`config.mk`:
```
export PLATFORM = sky130hd
export DESIGN_NAME = stk_engine
export DESIGN_NICKNAME = d
export VERILOG_FILES = /design/src/rtl/stk_pkg.sv /design/src/rtl/stk_addr_gen.sv /design/src/rtl/stk_pop_gather.sv /design/src/rtl/stk_engine.sv
export SDC_FILE = /design/constraint.sdc
export NUM_CORES = 1
export LEC_CHECK = 0
export ABC_AREA = 0
export CORE_ASPECT_RATIO = 1.25
export CORE_MARGIN = 5
export CORE_UTILIZATION = 60
export CTS_BUF_LIST = sky130_fd_sc_hd__clkbuf_8
export CTS_CLUSTER_DIAMETER = 80
export DETAILED_ROUTE_END_ITERATION = 12
export PLACE_DENSITY = 0.89
export SKIP_LAST_GASP = 1
export SLEW_MARGIN = 15
export SYNTH_ARGS = -nofsm -noshare
export SYNTH_HDL_FRONTEND = slang
export SYNTH_HIERARCHICAL = 1
export SYNTH_SLANG_ARGS = --single-unit
```
`constraint.sdc`:
```
create_clock -name clk -period 8.31 [get_ports clk]
set_clock_uncertainty 0.05 [all_clocks]
set_input_delay 2.0775 -clock clk [delete_from_list [all_inputs] [get_ports clk]]
set_output_delay 2.0775 -clock clk [all_outputs]
set_load 0.1 [all_outputs]
```
`src/rtl/stk_pkg.sv`:
```
package stk_pkg;
    localparam int SP_W   = 16;
    localparam int BYTE_W = 8;
    localparam int WORD_W = 2 * BYTE_W;

    typedef enum logic [1:0] {ST_IDLE, ST_XFER, ST_FIN} stk_state_e;

    typedef struct packed {
        stk_state_e         st;
        logic               idx;
        logic               is_push;
        logic               is_word;
        logic [SP_W-1:0]    base;
        logic [SP_W-1:0]    sp;
        logic [SP_W-1:0]    sp_next;
        logic [WORD_W-1:0]  wdata;
        logic               done;
    } stk_regs_t;
endpackage

```
`src/rtl/stk_addr_gen.sv`:
```
module stk_addr_gen #(
    parameter int W = 16
) (
    input  logic [W-1:0] sp,
    input  logic         last_used,
    input  logic         is_push,
    input  logic         is_word,
    output logic [W-1:0] base,
    output logic [W-1:0] sp_new
);
    logic [W-1:0] size;

    always_comb begin
        size = is_word ? W'(2) : W'(1);
        if (last_used) begin
            if (is_push) begin
                sp_new = sp - size;
                base   = sp_new;
            end else begin
                base   = sp;
                sp_new = sp + size;
            end
        end else begin
            if (is_push) begin
                base   = sp - size + W'(1);
                sp_new = sp - size;
            end else begin
                base   = sp + W'(1);
                sp_new = sp + size;
            end
        end
    end
endmodule

```
`src/rtl/stk_pop_gather.sv`:
```
module stk_pop_gather #(
    parameter int BW = 8
) (
    input  logic          clk,
    input  logic          rst_n,
    input  logic          hi_en,
    input  logic          lo_en,
    input  logic          zero_hi,
    input  logic [BW-1:0] rdata,
    output logic [2*BW-1:0] data_out
);
    logic [2*BW-1:0] data_d, data_q;

    always_comb begin
        data_d = data_q;
        if (hi_en) data_d[2*BW-1:BW] = rdata;
        if (lo_en) begin
            data_d[BW-1:0] = rdata;
            if (zero_hi) data_d[2*BW-1:BW] = '0;
        end
    end

    always_ff @(posedge clk or negedge rst_n) begin
        if (!rst_n) data_q <= '0;
        else        data_q <= data_d;
    end

    assign data_out = data_q;
endmodule

```
`src/rtl/stk_engine.sv`:
```
module stk_engine
    import stk_pkg::*;
#(
    parameter logic [15:0] RESET_SP = 16'h0100
) (
    input  logic        clk,
    input  logic        rst_n,
    input  logic        mode_last_used,
    input  logic        req_push,
    input  logic        req_pop,
    input  logic        req_word,
    input  logic [15:0] push_data,
    output logic [15:0] pop_data,
    output logic        busy,
    output logic        done,
    output logic [15:0] sp_out,
    output logic [15:0] mem_addr,
    output logic        mem_we,
    output logic        mem_re,
    output logic [7:0]  mem_wdata,
    input  logic [7:0]  mem_rdata
);
    stk_regs_t r_d, r_q;
    logic [SP_W-1:0] ag_base, ag_sp;

    stk_addr_gen #(.W(SP_W)) u_addr (
        .sp        (r_q.sp),
        .last_used (mode_last_used),
        .is_push   (req_push),
        .is_word   (req_word),
        .base      (ag_base),
        .sp_new    (ag_sp)
    );

    always_comb begin
        r_d      = r_q;
        r_d.done = 1'b0;
        case (r_q.st)
            ST_IDLE: begin
                if (req_push || req_pop) begin
                    r_d.st      = ST_XFER;
                    r_d.idx     = 1'b0;
                    r_d.is_push = req_push;
                    r_d.is_word = req_word;
                    r_d.base    = ag_base;
                    r_d.sp_next = ag_sp;
                    r_d.wdata   = push_data;
                end
            end
            ST_XFER: begin
                if (r_q.is_word && !r_q.idx) r_d.idx = 1'b1;
                else                         r_d.st  = ST_FIN;
            end
            ST_FIN: begin
                r_d.st   = ST_IDLE;
                r_d.sp   = r_q.sp_next;
                r_d.done = 1'b1;
            end
            default: r_d.st = ST_IDLE;
        endcase
    end

    always_ff @(posedge clk or negedge rst_n) begin
        if (!rst_n) begin
            r_q         <= '0;
            r_q.st      <= ST_IDLE;
            r_q.sp      <= RESET_SP;
        end else begin
            r_q <= r_d;
        end
    end

    assign mem_addr  = r_q.base + {{(SP_W-1){1'b0}}, r_q.idx};
    assign mem_we    = (r_q.st == ST_XFER) && r_q.is_push;
    assign mem_re    = (r_q.st == ST_XFER) && !r_q.is_push;
    assign mem_wdata = (r_q.is_word && !r_q.idx) ? r_q.wdata[WORD_W-1:BYTE_W]
                                                 : r_q.wdata[BYTE_W-1:0];
    assign busy      = (r_q.st != ST_IDLE);
    assign done      = r_q.done;
    assign sp_out    = r_q.sp;

    stk_pop_gather #(.BW(BYTE_W)) u_gather (
        .clk      (clk),
        .rst_n    (rst_n),
        .hi_en    ((r_q.st == ST_XFER) && r_q.idx && !r_q.is_push),
        .lo_en    ((r_q.st == ST_FIN) && !r_q.is_push),
        .zero_hi  (!r_q.is_word),
        .rdata    (mem_rdata),
        .data_out (pop_data)
    );

    AST_ONE_ACCESS: assert property (@(posedge clk) disable iff (!rst_n) $onehot0({mem_we, mem_re}));
    AST_IDLE_QUIET: assert property (@(posedge clk) disable iff (!rst_n) !busy |-> !(mem_we || mem_re));
    AST_DONE_PULSE: assert property (@(posedge clk) disable iff (!rst_n) done |=> !done);
    AST_SP_HOLD: assert property (@(posedge clk) disable iff (!rst_n) !done |-> $stable(sp_out));
    AST_SP_STEP: assert property (@(posedge clk) disable iff (!rst_n) done |-> ((sp_out - $past(sp_out)) == 16'h0001 || (sp_out - $past(sp_out)) == 16'hFFFF || (sp_out - $past(sp_out)) == 16'h0002 || (sp_out - $past(sp_out)) == 16'hFFFE));
    AST_WORD_ADJ: assert property (@(posedge clk) disable iff (!rst_n) ((mem_we || mem_re) && ($past(mem_we) || $past(mem_re))) |-> (mem_addr == $past(mem_addr) + 16'd1));
    AST_BUSY_DONE: assert property (@(posedge clk) disable iff (!rst_n) done |-> $past(busy));
endmodule

```
# Word level (Yosys, flattened, before mapping)
# Cells that the tools add are included.
# totals
register_bits	86
latch_bits	0
ram_bits	0
mem_bits_ro	0
inputBits	30
output_inout_bits	60
word_cells	51
memories	0
# op_classes
add_sub_neg	5
n_mul	0
div	0
magnitude_cmp	0
n_eq_ne	5
shifts	0
n_mux	15
bitwise_logic	0
n_reduce_logical	15
# op_table
operator	n
$mux 16	5
$add 16x1->16 const B	2
$mux 8	3
$mux 21	1
$add 16x1->16	1
$add 16x16->16	1
$sub 16x16->16	1
$logic_and 1x1->1	6
$mux 2	2
$ne 2x2->1 const B	2
$pmux 2 s2	1
$reduce_and 2->1	2
$reduce_bool 2->1	2
$reduce_and 3->1	1
$eq 2x1->1 const B	1
$eq 2x2->1 const B	1
$logic_not 1->1	2
$logic_not 2->1	1
$mux 1	2
$ne 2x1->1 const B	1
$pmux 1 s2	1
$logic_or 1x1->1	1

# Longest topological paths before layout
# logic_depth
word_depth	7
ltp_mapped	13
ltp_nobuf	13

# Hierarchy
# Netlist, hierarchy kept.
# by_module_without_submodules
mod	n_inst	cells_per_inst	area_per_inst_um2	seq_area_each_um2
stk_engine	1	227	3208.1	1752.9
stk_addr_gen	1	181	1375.1	0.0
stk_pop_gather	1	44	636.9	400.4

# Worst setup path after synthesis
# No wires, ideal clock.
# synth_timing
path_kind	reg-to-output
start	register r_q[67] (netlist bit)
end	output mem_addr[10]
arrival_time_ps	2919
t_required_ps	6182
path_slack_ps	3263
path_stages_with_launch	6
cell_sequence	dfrtp_1 ha_1 ha_1 and4_4 or3b_1 xnor2_1
# synth_via
elab_chain_cells	1
# synth_rtl
element	line_no	source
from (decl)	stk_engine.sv:23	stk_regs_t r_d, r_q;
from (signal assigned)	stk_engine.sv:69	r_q <= r_d;
$add 16x1->16	stk_engine.sv:73	assign mem_addr = r_q.base + {{(SP_W-1){1'b0}}, r_q.idx};
to (decl)	stk_engine.sv:17	output logic [15:0] mem_addr,
# No other way between the ends.

# Worst setup path in the final report
# layout_timing
start	input req_word
end	register r_q[61] (netlist bit)
# layout_via
elab_chain_cells	5
word_cells_on_any_way	6
# layout_rtl
element	line_no	source
from (decl)	stk_engine.sv:11	input logic req_word,
$mux 2 (*)	stk_addr_gen.sv:14	size = is_word ? W'(2) : W'(1);
$sub 16x16->16 (*)	stk_addr_gen.sv:17, stk_addr_gen.sv:25	
$add 16x1->16	stk_addr_gen.sv:25	base = sp - size + W'(1);
$mux 16	stk_addr_gen.sv:24	if (is_push) begin
$mux 16 (*)	stk_addr_gen.sv:15	if (last_used) begin
net ag_base[12]	stk_engine.sv:24	logic [SP_W-1:0] ag_base, ag_sp;
# Mark *: on every way through the listed nets, which the timed path passes. The rest lies on a longest branch.
# A chain may end at the register's enable or synchronous reset.

==> metrics.md <==
| Metric | Value |
|---|---|
| Seq/Total Area, Yosys | 41.3% |
| Post-CTS Setup Inserts | 0 |
| Proportion of layout cells with a drive suffix above 1 | 19.6% |
| Global-route wire length before repair | approximately 18 mm |
| Count of cells along the worst register-to-register path | 11 |
| Crit Path Max Fanout | 9 |
| Kind of end point of the critical path | flip-flop |
| Die Height | 114 µm |
| Worst-Skew Late Latency | 0.36 ns |
| Clock transition time at the flip-flop clock pins of the worst setup and hold paths | roughly 0.08 ns |
| Cell count after synthesis | 452 |
| Number of design-rule violations left by the first detailed-router iteration | 163 |
| Number of buffers inserted during clock tree synthesis | 9 |
| FF+latch count, synth | between 80 and 90 |
| Capture point of the worst reg-to-reg path | r_q[61]$_DFFE_PN0P_ |
| Cell family contributing the most delay on the critical path | simple AND/OR/NAND/NOR gates |
| Beginning of the worst register-to-register path | sp_out[0]$_DFFE_PN0P_ |
| Total of fill cells in the finished design | 614 |
| CTS Buffer Depth | 2 |
| Cell depth of the worst hold path | 1 |
| Count of TritonRoute iterations in the first routing pass | 4 |
| Initial standard-cell utilization of the core | roughly three fifths |
| Relative area change from synthesis to final layout | 18.5% |
| Global routing usage summed across all routing layers | 21.1% |
| Startpoint-to-endpoint class of the critical path | input pin to flip-flop |
| Number of buffer and inverter instances along the worst setup path | 3 |
| Launch point of the critical path | req_word |
| Critical Path Max Stage Delay | 0.60 ns |
| Cell repeated most along the worst path | inv_1 |
| Area of the die | 0.0107 mm² |
| Transition time of the tightest slew-check pin | 1.01 ns |
| Count of different cell masters after synthesis | 63 |
| IO buf count | 89 |
| Asr flop ratio synth | 100% |
| CTS H-tree lvls | 3 |
| Area of the core region | 0.00861 mm² |
| Maximum capacitance violations | 0 |
| TritonCTS clock tree | built |
| Antenna violations before repair | 0 |
| Setup tns final | 0 ns |
| Critical hold path startpoint | r_q[32]$_DFFE_PN0P_ |
| Routed Wire Length | ~11 mm |
| Number of enable-type register cells in the synthesized netlist | 0 |
| Antenna diode count | 0 |
| Reg-to-reg slack, setup | 4.89 ns |
| Overall die width | 93.4 µm |
| Number of hold-repair buffers added at the cts stage | 0 |
| DRC Markers | 0 |
| Number of vias per cell after detailed routing | 5.58 |
| Required arrival time at the worst endpoint | around 8.5 ns |
| Clock Sinks | 86 |
| Via count of the first global-routing pass | 3720 |
| Detail Route Antenna Nets | 0 |
| Final worst path period need | 5.29 ns |
| Largest net degree at the start of global routing | 87 |
| Yosys Warn Count | 6 |
| Number of nets produced by synthesis | 492 |
| End point of the most critical hold path | r_q[32]$_DFFE_PN0P_ |
| FP Rows | 38 |
| Arrival time of data at the critical path endpoint | 5.49 ns |
| Combined area of all synthesized cells | 0.00522 mm² |
| Total Nets Final | 555 |
| Clock root buffer master | clkbuf_8 |
| Highest clock frequency the design can meet | approximately 190 MHz |
| Status | finished clean |
| Number of top-level pins | 90 |
| Final count of hold timing violations | 0 |
| Count of endpoints failing setup in the final report | 0 |
| DR WL/cell | 16.7 µm |
| DP Wirelength | between 7 and 8 mm |
| Setup repair after global routing missed its margin | no |
| Resize count post-CTS | 0 |
| Final weighted congestion of routability-driven global placement | 0.892 |
| Max-slew violation count | 0 |
| Path class of the lowest-slack min-delay path | flip-flop to flip-flop |
| Chain of cells forming the critical path | clkdlybuf4s50_1 > inv_1 > ha_1 > inv_1 > fa_1 > nand2b_1 > or4_4 > a311oi_4 > nand4_1 > a2bb2oi_1 > xnor2_1 > mux2_2 |
| Synthesized area per cell | roughly 12 µm² |
| Leading register cell type out of synthesis | dfrtp_1 |
| Via Count | 3572 |
| Cell with the largest stage delay on the worst path | or4_4 |
| Final worst path period share | 63.7% |
| Tightest slew margin relative to the limit | around a third |
| Startpoint type of the worst setup path | input pin |
| Total global routing overflow | 0 |
worst reg2reg max path: cells and delay by family, from the launching register on:
| family | cells | cell delay [ns] |
|---|---|---|
| DFF | 1 | 0.43 |
| buffers and inverters | 2 | 0.17 |
| AOI/OAI and AO/OA | 2 | 0.53 |
| muxes | 1 | 0.26 |
| adders and majority gates | 2 | 0.62 |
| and+or+nand+nor | 3 | 1.12 |
| xor gates and xnor gates | 1 | 0.13 |
synthesized netlist by cell type (all sizes together) (2+ instances only):
cell | count | area share [%]
a21o | 2 | 0.29
a21oi | 4 | 0.38
a31oi | 3 | 0.48
and2 | 6 | 0.77
and3 | 2 | 0.24
buf | 34 | 4.9
clkbuf | 4 | 0.29
dfrtp | 85 | 41
fa | 2 | 0.77
ha | 8 | 1.9
inv | 17 | 1.2
mux2 | 83 | 19
mux2i | 11 | 2.1
nand2 | 15 | 1.1
nand2b | 7 | 0.84
nand3 | 12 | 1.2
nand3b | 3 | 0.43
nand4 | 9 | 1.5
nor2 | 29 | 2.2
nor2b | 7 | 0.84
nor3 | 7 | 0.86
nor4 | 7 | 1.7
o21ai | 9 | 0.86
o22ai | 4 | 0.74
or2 | 2 | 0.29
or3 | 2 | 0.34
or4 | 5 | 1.1
xnor2 | 41 | 7.2
xor2 | 15 | 2.5
per-stage QoR:
step                instances  setup WS (ns)  utilization (%)  hold slack (ns)  area, µm²
detailed placement        624           2.69             69.7            0.422       6000
global placement          624           2.78             69.7            0.410       6000
floorplan                 452           3.26                -            0.400       5220
global route              640           2.80             71.9            0.463       6180
CTS                       640           2.99             71.8            0.441       6180
finish                    640           3.02             71.9            0.434       6180
placed cells by master, fill, tap and decap left out, drive strengths merged, types with 2 or more instances in the layout:
cell type and count:
clkdlybuf4s50 88, dfrtp 85, mux2 83, xnor2 41, nor2 29, inv 20, xor2 15, nand2 15
nand3 12, mux2i 11, clkbuf 10, o21ai 9, nand4 9, ha 8, nand2b 7, nor2b 7
nor3 7, nor4 7, and2 6, or4 5, a21oi 4, o22ai 4, nand3b 3, a31oi 3
a21o 2, clkinvlp 2, and3 2, fa 2, buf 2, or2 2, or3 2
area by class of cell:
class / count / area (µm²) / share of cell area (%)
Multi-Input combinational cell: 311 / 2730 / 44.2
Clock inverter: 6 / 45.0 / 0.728
Tap cell: 120 / 150 / 2.43
Inverter: 17 / 63.8 / 1.03
Sequential cell: 86 / 2150 / 34.8
Timing Repair Buffer: 90 / 900 / 14.5
Clock buffer: 10 / 138 / 2.23
worst max-delay path by stage:
stage / to / slack, ns / depth (start not counted)
floorplan: mem_addr[10] / 3.26 / 5
global placement: r_q[61]$_DFFE_PN0P_ / 2.78 / 12
detailed placement: r_q[61]$_DFFE_PN0P_ / 2.69 / 12
CTS: mem_addr[10] / 2.99 / 6
global route: r_q[61]$_DFFE_PN0P_ / 2.80 / 12
finish: r_q[61]$_DFFE_PN0P_ / 3.02 / 12
cell families (layout without fill, tap and decap cells):
| logic type | Yosys count | in the layout | share of synthesized area [%] |
|---|---|---|---|
| AO/OA/AOI/OAI | 34 | 34 | 5.11 |
| buffers and inverters | 55 | 123 | 6.38 |
| XOR/XNOR | 56 | 56 | 9.76 |
| flip-flops | 86 | 86 | 41.3 |
| adder cells (fa/ha/maj) | 10 | 10 | 2.68 |
| multiplexers | 94 | 94 | 20.7 |
| AND/OR/NAND/NOR | 117 | 117 | 14.1 |
flip-flops by register name, indices dropped and copies added (netlist names):
signal and count:
done 1, r_q 53, sp_out 16, u_gather/data_out 16
routing by layer:
layer	vias up	global-route usage, %	part of all wire [%]
li1	1686	-	-
met1	1800	26.8	42
met2	69	35.7	52
met3	17	3.62	3.4
met4	0	8.02	2.1
met5	-	0	0
Power is left out: the tool's default activity adds up to more than one toggle a clock period on the data nets, which glitch-free logic cannot reach.
